<file path="src/rtl/br_eval_pkg.sv">
package br_eval_pkg;
  localparam int unsigned FLAG_W  = 8;
  localparam int unsigned SEL_W   = $clog2(FLAG_W);
  localparam int unsigned CYC_W   = 2;

  typedef logic [CYC_W-1:0] cyc_t;

  localparam cyc_t CYC_FALL  = cyc_t'(1);
  localparam cyc_t CYC_TAKEN = cyc_t'(2);
endpackage

</file>
<file path="src/rtl/br_flag_test.sv">
module br_flag_test
  import br_eval_pkg::*;
(
  input  logic [FLAG_W-1:0] flags,
  input  logic [SEL_W-1:0]  flag_sel,
  input  logic              test_set,
  output logic              match
);
  logic picked;

  always_comb begin
    picked = flags[flag_sel];
    match  = ~(picked ^ test_set);
  end
endmodule

</file>
<file path="src/rtl/br_target_add.sv">
module br_target_add #(
  parameter int unsigned PCW  = 16,
  parameter int unsigned OFFW = 7
) (
  input  logic [PCW-1:0]  pc,
  input  logic [OFFW-1:0] off,
  input  logic            apply_off,
  output logic [PCW-1:0]  target
);
  logic [PCW-1:0] off_ext;
  logic [PCW-1:0] seq_pc;

  generate
    if (PCW > OFFW) begin : g_sext
      assign off_ext = {{(PCW-OFFW){off[OFFW-1]}}, off};
    end else begin : g_trunc
      assign off_ext = off[PCW-1:0];
    end
  endgenerate

  always_comb begin
    seq_pc = pc + PCW'(1);
    target = apply_off ? (seq_pc + off_ext) : seq_pc;
  end
endmodule

</file>
<file path="src/rtl/br_eval_unit.sv">
module br_eval_unit
  import br_eval_pkg::*;
#(
  parameter int unsigned PCW    = 16,
  parameter int unsigned BR_OFFW = 7,
  parameter int unsigned JMP_OFFW = 12
) (
  input  logic                clk,
  input  logic                rst_n,
  input  logic                req_valid,
  input  logic                req_jump,
  input  logic [FLAG_W-1:0]   flags,
  input  logic [SEL_W-1:0]    flag_sel,
  input  logic                test_set,
  input  logic [BR_OFFW-1:0]  br_off,
  input  logic [JMP_OFFW-1:0] jmp_off,
  input  logic [PCW-1:0]      cur_pc,
  output logic                res_valid,
  output logic                res_taken,
  output logic [PCW-1:0]      res_target,
  output logic [CYC_W-1:0]    res_cycles
);
  logic           cond_hit;
  logic [PCW-1:0] cond_tgt;
  logic [PCW-1:0] jump_tgt;

  logic           taken_d;
  logic [PCW-1:0] target_d;
  cyc_t           cycles_d;

  br_flag_test u_test (
    .flags    (flags),
    .flag_sel (flag_sel),
    .test_set (test_set),
    .match    (cond_hit)
  );

  br_target_add #(.PCW(PCW), .OFFW(BR_OFFW)) u_cond_add (
    .pc        (cur_pc),
    .off       (br_off),
    .apply_off (cond_hit),
    .target    (cond_tgt)
  );

  br_target_add #(.PCW(PCW), .OFFW(JMP_OFFW)) u_jump_add (
    .pc        (cur_pc),
    .off       (jmp_off),
    .apply_off (1'b1),
    .target    (jump_tgt)
  );

  // next-state
  always_comb begin
    taken_d  = req_jump | cond_hit;
    target_d = req_jump ? jump_tgt : cond_tgt;
    cycles_d = taken_d ? CYC_TAKEN : CYC_FALL;
  end

  // registers
  always_ff @(posedge clk or negedge rst_n) begin
    if (!rst_n) begin
      res_valid  <= 1'b0;
      res_taken  <= 1'b0;
      res_target <= '0;
      res_cycles <= '0;
    end else begin
      res_valid <= req_valid;
      if (req_valid) begin
        res_taken  <= taken_d;
        res_target <= target_d;
        res_cycles <= cycles_d;
      end
    end
  end
endmodule

</file>
<file path="config.mk">
export PLATFORM = sky130hd
export DESIGN_NAME = br_eval_unit
export DESIGN_NICKNAME = d
export VERILOG_FILES = /design/src/rtl/br_eval_pkg.sv /design/src/rtl/br_flag_test.sv /design/src/rtl/br_target_add.sv /design/src/rtl/br_eval_unit.sv
export SDC_FILE = /design/constraint.sdc
export NUM_CORES = 1
export LEC_CHECK = 0
export ABC_AREA = 1
export BUFFER_PORTS_ARGS = -buffer_cell sky130_fd_sc_hd__buf_2
export CORE_MARGIN = 4
export CORE_UTILIZATION = 40
export DETAILED_ROUTE_END_ITERATION = 10
export SYNTH_ARGS = -nofsm -noshare
export SYNTH_HDL_FRONTEND = slang
export SYNTH_SLANG_ARGS = --single-unit
export TNS_END_PERCENT = 100
</file>
<file path="constraint.sdc">
create_clock -name clk -period 1 [get_ports clk]
set_input_delay 0.25 -clock clk [delete_from_list [all_inputs] [get_ports clk]]
set_output_delay 0.25 -clock clk [all_outputs]
set_load 0.02 [all_outputs]
</file>
After elaboration in Yosys (flattened, before gate mapping)
Index checks and enable logic that the tools add are counted.
{"block": "totals", "regBits": 20, "latch_bits": 0, "mem_bits_rw": 0, "rom_bits": 0, "in_bits": 51, "elab_cells": 16, "n_memories": 0}
{"block": "op_classes", "addsub": 3, "multipliers": 0, "n_div": 0, "magnitude_cmp": 1, "n_eq_ne": 0, "shift": 0, "mux": 5, "bitwise": 3, "reduce_logical": 0}
{"operator": "adder 16 bit", "count": 2}
{"operator": "two-way mux 16 bit", "count": 2}
{"operator": "adder 16 x 1 -> 16 bit (second input constant)", "count": 1}
{"operator": "< comparator 3 x 4 -> 1 bit (second input constant)", "count": 1}
{"operator": "binary-select mux 1 bit (select 3 bit)", "count": 1}
{"operator": "two-way mux 2 bit", "count": 1}
{"operator": "two-way mux 1 bit", "count": 1}
{"operator": "NOT 1 bit", "count": 1}
{"operator": "OR 1 bit", "count": 1}
{"operator": "bitwise XOR 1 bit", "count": 1}

Logic depth before layout (Yosys ltp)
{"block": "logic_depth", "word_depth": 6, "mapped_depth": 22, "mapped_depth_nobuf": 22}

Modules after synthesis
Synthesis repeated with hierarchy kept, for this count alone.
{"block": "hier_totals", "hier_cells": 713, "hier_area_um2": 4020.1}
{"mod": "br_target_add (u_cond_add)", "n_inst": 1, "cells_per_inst": 271, "area_per_inst_um2": 1425.1}
{"mod": "br_target_add (u_jump_add)", "n_inst": 1, "cells_per_inst": 265, "area_per_inst_um2": 1413.9}
{"mod": "br_eval_unit", "n_inst": 1, "cells_per_inst": 147, "area_per_inst_um2": 1049.8}
{"mod": "br_flag_test", "n_inst": 1, "cells_per_inst": 30, "area_per_inst_um2": 131.4}

Worst setup path after synthesis
No wires, ideal clock.
{"block": "synth_path", "kind": "input port to flip-flop", "startpoint": "input cur_pc[0]", "endpoint": "register res_target[15]", "setup_ps": 116, "arrival_ps": 2131, "path_slack_ps": -1247, "stages": 20, "n_path_buf": 0, "cell_sequence": "ha_1 nand2_1 inv_2 nand2_2 nor2_4 nand3_1 xor2_1 inv_1 ha_1 nand2_1 nor3_1 nand2_1 nand2_1 inv_1 nand2_1 nand3_1 nand2_1 nand2_1 nand2_1 nand2_1"}
{"block": "synth_between", "elab_chain_cells": 4, "word_cells_on_any_way": 5, "cone_classes": "add/sub (3); mux (2)"}
{"item": "start, declared", "line_no": "br_eval_unit.sv:17", "source": "input logic [PCW-1:0] cur_pc,"}
{"item": "adder 16 x 1 -> 16 bit (*)", "line_no": "br_target_add.sv:22", "source": "seq_pc = pc + PCW'(1);"}
{"item": "adder 16 bit", "line_no": "br_target_add.sv:23", "source": "target = apply_off ? (seq_pc + off_ext) : seq_pc;"}
{"item": "two-way mux 16 bit", "line_no": "br_target_add.sv:23"}
{"item": "two-way mux 16 bit (*)", "line_no": "br_eval_unit.sv:55", "source": "target_d = req_jump ? jump_tgt : cond_tgt;"}
{"item": "end signal, assigned", "line_no": "br_eval_unit.sv:70", "source": "res_target <= target_d;"}
{"item": "end, declared", "line_no": "br_eval_unit.sv:20", "source": "output logic [PCW-1:0] res_target,"}
Mark *: on every way between the ends. The rest lies on a longest branch, timed or not.
A chain may end at the register's enable or synchronous reset.

Worst setup path in the final report
{"block": "layout_path", "startpoint": "input cur_pc[0]", "endpoint": "register res_target[11]"}
Same word-level chain as after synthesis.

==> qor.yml <==
rrSetupSlack_ns: 0.18
async_reset_ff_frac: 1.00
insertion_delay_ns: 0.26
setup_ws_ns: -1.17
hold_path.class: "primary input to flip-flop"
track_usage: 0.252
rows: 32
place_ws_ns: -1.69
worstSetupPathType: "primary input to flip-flop"
grt_pass1_vias: 4240
max_freq_ghz: 0.461
drv_cap: 0
crit_arrival_ns: 2.38
cts_buffers: 3
ys.flop_type: "dfrtp_1"
die_w_um: 98.7
power_mw: 5.50
path_buf_inv: 3
r2r_end: "res_target[3]$_DFFE_PN0P_"
viasPerCell: 5.23
drt_iter0_markers: 194
core_um2: 7850
syn_nets: 630
gp_congestion: 0.897
leakagePower_nw: 3.05
slowest_stage: "ha_4"
num-nets-final: 835
status: "finished, violations left"
finalWirelength_mm: 13.5
ys_types: 43
pin_count: 71
cp_max_fo: 4
grt_pass1_wl_mm: 20.1
final.period_utilization: 2.17
area_delta_synth_final_pct: 83.8
path_common_cell: "nand2_1"
min_to: "res_valid$_DFF_PN0_"
finalSetupViolations: 38
final_cell_mix: "123 x nand2_1, 116 x buf_4, 53 x inv_1, 45 x buf_6, 42 x buf_2"
cts_tree: "yes"
fin_hold_ws_ns: 0.335
die_area_um2: 9740
n_antenna_cell: 0
final_cells: 847
cp_num_cells: 19
cts.path.max_buffers: 2
finalCriticalPeriod_ns: 2.17
final_common_cell: "nand2_1"
grt_setup_unrepaired: "yes"
relSlewSlack: 0.687
irDropWorstVdd_v: 0.000525
synth-seq-area-share: 0.145
start_util: 0.419
clk_pin_slew_ns: 0.08
postRouteAntennaNets: 0
synth-edff-count: 0
synth.avg_cell_area_um2: 6.08
violations: "setup timing"
fin_skew_ns: 0
dp.cells: 811
ys_ff_latch: 19
reg2regPathDepth: 3
via_count: 4426
synth_warnings: 0
hpwl_mm: 9.41
numPortBuffers: 70
grt_max_degree: 20
path_cells: "buf_8 -> ha_4 -> nand2_4 -> buf_4 -> nor2_4 -> xnor2_2 -> inv_2 -> ha_4 -> nand2_1 -> nor2_1 -> nand2_1 -> nand2_2 -> nand2_1 -> nand2_1 -> xor2_2 -> nand2_1 -> nand3_1 -> nand2_1 -> nand2_1"
drcViolationCount: 0
r2r-start: "res_target[3]$_DFFE_PN0P_"
max_stage_delay_ns: 0.30
drive_above_1_share: 0.549
first_pass_iters: 4
min_from: "req_valid"
clkSinkCount: 19
h-tree-depth: 1
endpoint_kind: "flip-flop"
synthCells: 541
cp_top_family: "simple AND/OR/NAND/NOR gates"
wire_per_inst_um: 15.9
worstMarginPinSlew_ns: 0.469
hold_depth: 2
root_buffer: "clkbuf_8"
grt_antenna_before_repair: 0
gr-total-overflow: 0
netlist_area_um2: 3290
hold_viol_final: 0
start_kind: "primary input"
slew_violations: 0
crit_required_ns: 1.21
p_per_area_nw_per_um2: 911
die_height_um: 98.7
-- layout make-up --
| class | instances | area (µm²) |
|---|---|---|
| clock inverters | 1 | 5.00 |
| multi-input cells | 441 | 3440 |
| inverters | 73 | 289 |
| fillers | 561 | 1800 |
| well taps | 102 | 128 |
| repair buffers | 208 | 1670 |
| flip-flops and latches | 19 | 475 |
| clock buffers | 3 | 41.3 |
-- worst max path at each step --
stage,start,to
floorplan,cur_pc[0],res_target[11]$_DFFE_PN0P_
global placement,cur_pc[0],res_target[14]$_DFFE_PN0P_
detailed placement,cur_pc[0],res_target[14]$_DFFE_PN0P_
CTS,cur_pc[0],res_target[14]$_DFFE_PN0P_
global route,cur_pc[0],res_target[11]$_DFFE_PN0P_
finish,cur_pc[0],res_target[11]$_DFFE_PN0P_
-- power by group --
part | total (mW) | leakage [nW] | internal, mW | switching (mW)
clock | 0.587 | 0.0255 | 0.278 | 0.309
combinational | 3.93 | 2.80 | 1.92 | 2.01
sequential | 0.985 | 0.222 | 0.888 | 0.0975
-- synthesized netlist by cell type, types with 6 or more instances --
library cell | number | area (µm²)
nand2_1 | 161 | 604
nand2_2 | 8 | 50.1
inv_1 | 69 | 259
dfrtp_1 | 19 | 475
nand3_2 | 6 | 60.1
nand3_1 | 42 | 210
ha_1 | 36 | 450
o21ai_1 | 7 | 35.0
nor2_1 | 62 | 233
xor2_1 | 13 | 114
a21oi_1 | 41 | 205
o21ai_0 | 17 | 85.1
-- repair_timing --
action / in CTS / in global routing
cloned: 1 / 0
endpoints found under the hold margin: 19 / 0
hold buffers: 1 / 0
gates resized for setup: 176 / 77
setup endpoints to repair: 38 / 38
pin swaps: 85 / 73
buffers inserted: 21 / 14
-- registers in the layout, summed over array words and instances (netlist names) --
register and flops:
res_target 16, res_cycles 1, res_taken 1, res_valid 1
-- kinds of logic (layout without fill, tap and decap cells) --
group,after synthesis,after routing,share of synthesized area
XOR/XNOR,15,15,0.0399
AO/OA/AOI/OAI,92,92,0.172
flip-flops,19,19,0.145
AND/OR/NAND/NOR,295,296,0.392
adder cells (fa/ha/maj),38,38,0.149
buffers and inverters,82,285,0.102
-- metal layers --
| layer | GRT usage | up-vias | part of all wire |
|---|---|---|---|
| met5 | 0 | - | 0 |
| met3 | 0.0170 | 35 | 0.054 |
| li1 | - | 2156 | - |
| met4 | 0.0746 | 0 | 0.033 |
| met1 | 0.325 | 2079 | 0.40 |
| met2 | 0.451 | 156 | 0.51 |
-- metrics by stage --
step	utilization	cell area, µm²	TNS, ns
after global routing	0.770	6040	-19.17
after floorplan	-	3520	-13.97
after global placement	0.607	4770	-22.24
final	0.770	6040	-16.87
after detailed placement	0.607	4770	-23.03
after CTS	0.723	5670	-16.22
(Power assumes the default switching activity.)
